==> src/rtl/mclk_pkg.sv <==
package mclk_pkg;

  typedef struct packed {
    logic level;
    logic rise;
    logic fall;
  } mclk_edge_t;

endpackage

==> src/rtl/mclk_ratio_sel.sv <==
module mclk_ratio_sel #(
  parameter int unsigned DIV_W = 4
) (
  input  logic             clk_i,
  input  logic             rst_ni,
  input  logic [DIV_W-1:0] div_code_i,
  input  logic             load_i,
  output logic [DIV_W-1:0] last_idx_o,
  output logic [DIV_W-1:0] half_o
);

  localparam logic [DIV_W-1:0] MIN_CODE = DIV_W'(1);

  logic [DIV_W-1:0] last_q;
  logic [DIV_W:0]   n_ext;

  always_ff @(posedge clk_i or negedge rst_ni) begin
    if (!rst_ni) begin
      last_q <= MIN_CODE;
    end else if (load_i) begin
      last_q <= (div_code_i == '0) ? MIN_CODE : div_code_i;
    end
  end

  assign n_ext      = {1'b0, last_q} + 1'b1;
  assign last_idx_o = last_q;
  assign half_o     = n_ext[DIV_W:1];

endmodule

==> src/rtl/mclk_phase_ctr.sv <==
module mclk_phase_ctr #(
  parameter int unsigned DIV_W = 4
) (
  input  logic             clk_i,
  input  logic             rst_ni,
  input  logic             want_i,
  input  logic [DIV_W-1:0] last_idx_i,
  input  logic [DIV_W-1:0] half_i,
  output logic             load_o,
  output logic             level_d_o,
  output logic             busy_o
);

  logic             run_q, run_d;
  logic [DIV_W-1:0] cnt_q, cnt_d;
  logic [DIV_W-1:0] cnt_inc;
  logic             boundary;

  assign cnt_inc  = cnt_q + 1'b1;
  assign boundary = !run_q || (cnt_q == last_idx_i);
  assign load_o   = boundary && want_i;

  always_comb begin
    run_d     = run_q;
    cnt_d     = cnt_q;
    level_d_o = 1'b0;
    if (boundary) begin
      cnt_d     = '0;
      run_d     = want_i;
      level_d_o = want_i;
    end else begin
      cnt_d     = cnt_inc;
      level_d_o = (cnt_inc < half_i);
    end
  end

  always_ff @(posedge clk_i or negedge rst_ni) begin
    if (!rst_ni) begin
      run_q <= 1'b0;
      cnt_q <= '0;
    end else begin
      run_q <= run_d;
      cnt_q <= cnt_d;
    end
  end

  assign busy_o = run_q;

  assert_cnt_in_range_R3: assert property (@(posedge clk_i) disable iff (!rst_ni)
    run_q |-> (cnt_q <= last_idx_i));

endmodule

==> src/rtl/mclk_out_stage.sv <==
module mclk_out_stage
  import mclk_pkg::*;
(
  input  logic       clk_i,
  input  logic       rst_ni,
  input  logic       level_d_i,
  output mclk_edge_t edge_o
);

  mclk_edge_t out_q;

  always_ff @(posedge clk_i or negedge rst_ni) begin
    if (!rst_ni) begin
      out_q <= '0;
    end else begin
      out_q.level <= level_d_i;
      out_q.rise  <= level_d_i & ~out_q.level;
      out_q.fall  <= ~level_d_i & out_q.level;
    end
  end

  assign edge_o = out_q;

  assert_rise_marks_edge_R10: assert property (@(posedge clk_i) disable iff (!rst_ni)
    out_q.rise |-> (out_q.level && !$past(out_q.level)));

  assert_fall_marks_edge_R10: assert property (@(posedge clk_i) disable iff (!rst_ni)
    out_q.fall |-> (!out_q.level && $past(out_q.level)));

endmodule

==> src/rtl/mclk_gen.sv <==
module mclk_gen
  import mclk_pkg::*;
#(
  parameter int unsigned DIV_W = 4
) (
  input  logic             clk_i,
  input  logic             rst_ni,
  input  logic [DIV_W-1:0] div_code_i,
  input  logic             cont_en_i,
  input  logic             bank1_sync_i,
  input  logic             txn_active_i,
  output logic             mclk_o,
  output logic             mclk_rise_o,
  output logic             mclk_fall_o
);

  logic             want;
  logic             load;
  logic             level_d;
  logic             busy;
  logic [DIV_W-1:0] last_idx;
  logic [DIV_W-1:0] half;
  mclk_edge_t       edge_s;

  // free-running request only counts while bank 1 is synchronous
  assign want = txn_active_i | (cont_en_i & bank1_sync_i);

  mclk_ratio_sel #(.DIV_W(DIV_W)) u_ratio (
    .clk_i      (clk_i),
    .rst_ni     (rst_ni),
    .div_code_i (div_code_i),
    .load_i     (load),
    .last_idx_o (last_idx),
    .half_o     (half)
  );

  mclk_phase_ctr #(.DIV_W(DIV_W)) u_ctr (
    .clk_i      (clk_i),
    .rst_ni     (rst_ni),
    .want_i     (want),
    .last_idx_i (last_idx),
    .half_i     (half),
    .load_o     (load),
    .level_d_o  (level_d),
    .busy_o     (busy)
  );

  mclk_out_stage u_out (
    .clk_i     (clk_i),
    .rst_ni    (rst_ni),
    .level_d_i (level_d),
    .edge_o    (edge_s)
  );

  assign mclk_o      = edge_s.level;
  assign mclk_rise_o = edge_s.rise;
  assign mclk_fall_o = edge_s.fall;

  // high-phase length tracker for the checks below
  logic [DIV_W-1:0] chk_hi_q;
  always_ff @(posedge clk_i or negedge rst_ni) begin
    if (!rst_ni) begin
      chk_hi_q <= '0;
    end else if (mclk_o) begin
      chk_hi_q <= mclk_rise_o ? DIV_W'(1) : chk_hi_q + 1'b1;
    end
  end

  assert_high_phase_len_R3: assert property (@(posedge clk_i) disable iff (!rst_ni)
    mclk_fall_o |-> (chk_hi_q == half));

  assert_idle_low_R2: assert property (@(posedge clk_i) disable iff (!rst_ni)
    (!$past(want) && !$past(busy)) |-> !mclk_o);

endmodule

==> config.mk <==
export PLATFORM = sky130hd
export DESIGN_NAME = mclk_gen
export DESIGN_NICKNAME = d
export VERILOG_FILES = /design/src/rtl/mclk_pkg.sv /design/src/rtl/mclk_ratio_sel.sv /design/src/rtl/mclk_phase_ctr.sv /design/src/rtl/mclk_out_stage.sv /design/src/rtl/mclk_gen.sv
export SDC_FILE = /design/constraint.sdc
export NUM_CORES = 1
export LEC_CHECK = 0
export BUFFER_PORTS_ARGS = -buffer_cell sky130_fd_sc_hd__buf_2
export CORE_AREA = 2 2 39 41
export CTS_BUF_LIST = sky130_fd_sc_hd__clkbuf_16
export DETAILED_ROUTE_END_ITERATION = 7
export DIE_AREA = 0 0 41 43
export PLACE_DENSITY = 0.71
export SLEW_MARGIN = 40
export SYNTH_ARGS = -nofsm -noshare
export SYNTH_HDL_FRONTEND = slang
export SYNTH_SLANG_ARGS = --single-unit
==> constraint.sdc <==
create_clock -name clk_i -period 3.8 [get_ports clk_i]
set_input_delay 0.19 -clock clk_i [delete_from_list [all_inputs] [get_ports clk_i]]
set_output_delay 0.19 -clock clk_i [all_outputs]
set_load 0.02 [all_outputs]
# Word level (Yosys, flattened, before mapping)

Index checks and enable logic that the tools add are counted.

Flip-flop bits (word level): 12
Input bits: 9
Output and inout bits: 3
Logic and storage cells: 23

Add/subtract/negate cells: 2
Order comparisons: 1
Eq/ne operators: 1
Mux-type cells: 3
Bitwise operators: 6
Reduce and logical (&&, ||, !) cells: 4

Operators with widths:

| cell                | count |
|---|---|
| $mux 4              | 2 |
| $add 4x1->5 const B | 1 |
| $add 4x1->4 const B | 1 |
| $eq 4x4->1          | 1 |
| $logic_not 4->1     | 1 |
| $lt 4x4->1          | 1 |
| $and 1x1->1         | 3 |
| $not 1->1           | 2 |
| $logic_and 1x1->1   | 1 |
| $logic_not 1->1     | 1 |
| $logic_or 1x1->1    | 1 |
| $mux 1              | 1 |
| $or 1x1->1          | 1 |

# Depth between registers and ports, before layout

Depth in word-level cells: 5
Mapped depth: 6
Gate-level depth less buffers: 6

# Hierarchy

From an unflattened synthesis, not the netlist that was laid out.

Cell total of the unflattened synthesis: 56
Area total of the unflattened synthesis: 635.6 sq um

By module, submodules not included:

| module         | times used | cells each | area an instance (sq um) | seq. area each (sq um) |
|---|---|---|---|---|
| mclk_phase_ctr | 1          | 34         | 341.6                    | 125.1 |
| mclk_ratio_sel | 1          | 16         | 196.4                    | 101.3 |
| mclk_out_stage | 1          | 5          | 90.1                     | 75.1 |
| mclk_gen       | 1          | 1          | 7.5                      | 0.0 |

# Worst setup path after synthesis

No wires, ideal clock.

Path type: reg2reg
From: register u_ratio.last_q[0], in the netlist u_ratio.last_idx_o[0]
To: register u_out.out_q, in the netlist u_out.edge_o[0]
Setup time: 0.120 ns
Arrival: 1.778 ns
Required time: 3.680 ns
Slack: 1.902 ns
Stages on the path, launching flop included: 7
Buffers on the path: 0
Period minus slack after synthesis: 1.898 ns
Path through: dfstp_2 > ha_1 > xnor2_1 > ha_1 > a211o_1 > a211o_1 > and3_2

Cells in the longest elaborated chain, start to end: 5
Elaborated cells between the ends (all ways): 7
Those cells by class: 1 x add/sub; 1 x order compare; 1 x eq/ne; 1 x mux; 2 x bitwise; 1 x reduce/logical

Ends and longest elaborated chain:

| what                                                  | RTL line                                   | text |
|---|---|---|
| from (decl)                                           | mclk_ratio_sel.sv:14                       | `logic [DIV_W-1:0] last_q;` |
| from (signal assigned)                                | mclk_ratio_sel.sv:21                       | `last_q <= (div_code_i == '0) ? MIN_CODE : div_code_i;` |
| $add 4x1->5 / $eq 4x4->1 (equally long branches)      | mclk_ratio_sel.sv:25, mclk_phase_ctr.sv:20 |  |
| $lt 4x4->1 / $logic_or 1x1->1 (equally long branches) | mclk_phase_ctr.sv:33, mclk_phase_ctr.sv:20 |  |
| $mux 1 (*)                                            | mclk_phase_ctr.sv:27                       | `if (boundary) begin` |
| $not 1->1 (*)                                         | mclk_out_stage.sv:18                       | `out_q.fall <= ~level_d_i & out_q.level;` |
| $and 1x1->1 (*)                                       | mclk_out_stage.sv:18                       |  |
| to (decl)                                             | mclk_out_stage.sv:10                       | `mclk_edge_t out_q;` |

Mark *: on every way between the ends. The rest lies on a longest branch, timed or not.
A chain may end at the register's enable or synchronous reset.

# Worst setup path after layout

Ends and elaborated chain as after synthesis.

==> summary.md <==
| Metric | Value |
|---|---|
| Sequential Power Share | `29.5%` |
| Outcome | `complete, no violations` |
| PortBufs | `11` |
| Setup crit end kind | `flip-flop` |
| Worst-skew pair later-pin latency | `0.24 ns` |
| Most frequent cells in the layout | `11 x buf_2, 11 x dfrtp_1, 6 x xor2_1, 5 x ha_1` |
| Register area | `302 um^2` |
| Worst r2r path cells | `6` |
| Synth Warn # | `0` |
| Leak | `0.414 nW` |
| TritonCTS Buffers | `3` |
| Global-route wire length before repair | `1750 um` |
| Worst min-delay path category | `input pin to flip-flop` |
| Initial Util | `46.4%` |
| Worst setup startpoint | `u_ratio.last_idx_o[0]` |
| Drt wl/cell | `12.6 um` |
| Clock sinks | `12` |
| Clk pwr share | `21.0%` |
| Post-Synthesis Cells | `51` |
| Sequential share of the synthesized area | `47.0%` |
| Post-CTS resize count | `0` |
| Final std cells w/o fill | `83` |
| P per Cell Area | `1120 mW/mm^2` |
| Worst EP arrival | `2.10 ns` |
| Final WL | `1040 um` |
| Initial antenna violation count | `0` |
| Dominant cells by area after synthesis | `dfrtp_1 43%, ha_1 9.7%, xor2_1 8.2%` |
| Sw frac | `36.3%` |
| # IOs | `12` |
| CP max stage cell | `dfstp_2` |
| Crit start category | `flip-flop` |
| Number of max-cap violations | `0` |
| Internal | `573 uW` |
| Drt drc | `0` |
| Data required time of the worst path | `3.93 ns` |
| Gp weighted congestion | `0.775` |
| Worst r2r dst | `u_out.edge_o[0]` |
| Mapped Area | `642 um^2` |
| HPWL after DPL | `790 um` |
| Root Driver | `clkbuf_16` |
| Logic gate share of total power | `49.5%` |
| Starting DRT DRC Count | `5` |
| TritonCTS clock tree | `done` |
| Netlist cell types | `21` |
| Nets | `82` |
| Final Max Tran Viols | `0` |
| Slew Limit Headroom | `60.0%` |
| Largest net degree at the start of global routing | `13` |
| CTS H-tree lvls | `1` |
| Critical path type | `flip-flop to flip-flop` |
| Flop-to-flop setup slack | `1.83 ns` |
| Worst Setup EP | `u_out.edge_o[0]` |
| Row cnt | `14` |
| Grt total ovfl | `0` |
| Syn-to-layout area delta | `25.5%` |
| Share of cells above drive strength 1 | `34.3%` |
| Clock transition at path regs | `0.04 ns` |
| Mapped Avg Cell Area | `12.6 um^2` |
| Hold Path Depth | `2` |
| ANT cells | `0` |
| Max VDD drop | `628 uV` |
| Fill count | `109` |
| Worst Skew | `0.00183 ns` |
| Share of the synthesized area in the top cell type | `42.9%` |
| GRT Util Overall | `15.9%` |
| Die X | `41 um` |
| Die Area | `0.00176 mm^2` |
| Placed insts | `78` |
| Slew @ Worst Pin | `0.598 ns` |
| Cell accounting for the most synthesized area | `dfrtp_1` |
| Footprint of the multi-input gates | `337 um^2` |
| Final setup viols | `0` |
| Post-DRT Antenna Nets | `0` |
| Switching Power | `327 uW` |
| Number of synthesized register bits | `12` |
| Die Y | `43 um` |
| TritonRoute pass-1 iters | `2` |
| RSZ-0062 raised after global routing | `no` |
| Syn nets | `65` |
| CTS max path bufs | `2` |
| Crit path cell chain | `ha_1 > xnor2_1 > ha_1 > a211o_1 > a211o_1 > and3_2` |
| Vias in the first global route | `416` |
| Crit path time final | `1.97 ns` |
| Routed via count | `421` |
| F_max | `507 MHz` |
| Tcrit/Tclk final | `51.9%` |
| CP max FO | `4` |
| Critical Path Max Stage Delay | `0.55 ns` |
| Final hold viol count | `0` |
| Setup_tns | `0 ns` |
| Area of the core | `0.00138 mm^2` |
| Vias per cell | `5.07` |
| Critical R2R Launch | `u_ratio.last_idx_o[0]` |
per-stage QoR:
step / worst slack, ns / util [%] / hold slack (ns) / area [um^2] / total power, mW
6_report: 1.83 / 58.2 / 0.199 / 806 / 0.900
3_3_place_gp: 1.87 / 51.8 / 0.0784 / 717 / 0.705
3_5_place_dp: 1.85 / 51.8 / 0.0829 / 717 / 0.714
2_1_floorplan: 1.90 / - / -0.106 / 642 / 0.627
4_1_cts: 1.83 / 58.2 / 0.198 / 806 / 0.911
5_1_grt: 1.76 / 58.2 / 0.204 / 806 / 0.979
cell usage after synthesis:
cell	count
a211o_1	2
a21o_1	1
a21oi_1	2
a31oi_1	1
and2b_2	2
and3_2	1
dfrtp_1	11
dfstp_2	1
ha_1	5
inv_1	1
mux2_4	3
nand2_1	2
nand2_4	1
nand3_1	3
nor2_1	3
nor3_1	1
o21a_1	1
o41ai_4	1
or2b_1	1
xnor2_1	2
xor2_1	6
flip-flops by register name (all words and copies together) (netlist names):
name                flops
u_ctr.cnt_q             4
u_ratio.last_idx_o      4
u_out.edge_o            3
u_ctr.busy_o            1
worst max-delay path, delay by kind of cell (launching register included):
kind	cells	cell delay, ns
flip-flops	1	0.55
AO/OA/AOI/OAI	2	0.52
adder cells (fa/ha/maj)	2	0.44
AND/OR/NAND/NOR	1	0.21
XOR/XNOR	1	0.13
logic make-up (layout without fill, tap and decap cells):
| logic type | Yosys count | after routing | synth area share [%] |
|---|---|---|---|
| AO/OA/AOI/OAI | 8 | 8 | 11.9 |
| XOR/XNOR | 8 | 8 | 10.9 |
| adder cells (fa/ha/maj) | 5 | 5 | 9.75 |
| buffers and inverters | 1 | 17 | 0.584 |
| flip-flops | 12 | 12 | 47.0 |
| multiplexers | 3 | 3 | 7.02 |
| AND/OR/NAND/NOR | 14 | 14 | 12.9 |
power by group through the flow:
stage | Combinational [mW] | Sequential [mW] | Clock (mW)
after global placement | 0.439 | 0.266 | 0
after floorplan | 0.359 | 0.268 | 0
after detailed placement | 0.447 | 0.267 | 0
final | 0.446 | 0.265 | 0.189
after CTS | 0.451 | 0.267 | 0.193
after global routing | 0.502 | 0.276 | 0.201
final cells by class:
class	instances	area share [%]
clock buffers	3	9.32
clock inverters	1	0.466
inverters	1	0.466
multi-input cells	38	41.8
flip-flops and latches	12	37.4
well taps	16	2.48
repair buffers	12	8.07
timing repair:
item / 4_1_cts / 5_1_grt
setup buffers: 0 / 0
hold endpoints to repair: 11 / 0
hold buffers: 1 / 0
routing by layer:
metal	global-route usage [%]	up-vias	share of wire (%)	wire length, um
met2	22.5	9	52	543
li1	-	212	-	-
met3	3.14	4	4.1	43
met1	20.2	196	41	432
met4	12.0	0	2.3	24
met5	0	-	0	0
how the worst min path moves through the flow:
stage	startpoint	endpoint	slack, ns
5_1_grt	div_code_i[1]	u_ratio.last_idx_o[1]	0.20
6_report	div_code_i[3]	u_ratio.last_idx_o[3]	0.20
3_3_place_gp	rst_ni	u_ctr.cnt_q[2]	0.08
2_1_floorplan	rst_ni	u_ctr.busy_o	-0.11
4_1_cts	div_code_i[3]	u_ratio.last_idx_o[3]	0.20
3_5_place_dp	rst_ni	u_ctr.cnt_q[2]	0.08
(Power assumes the default switching activity.)
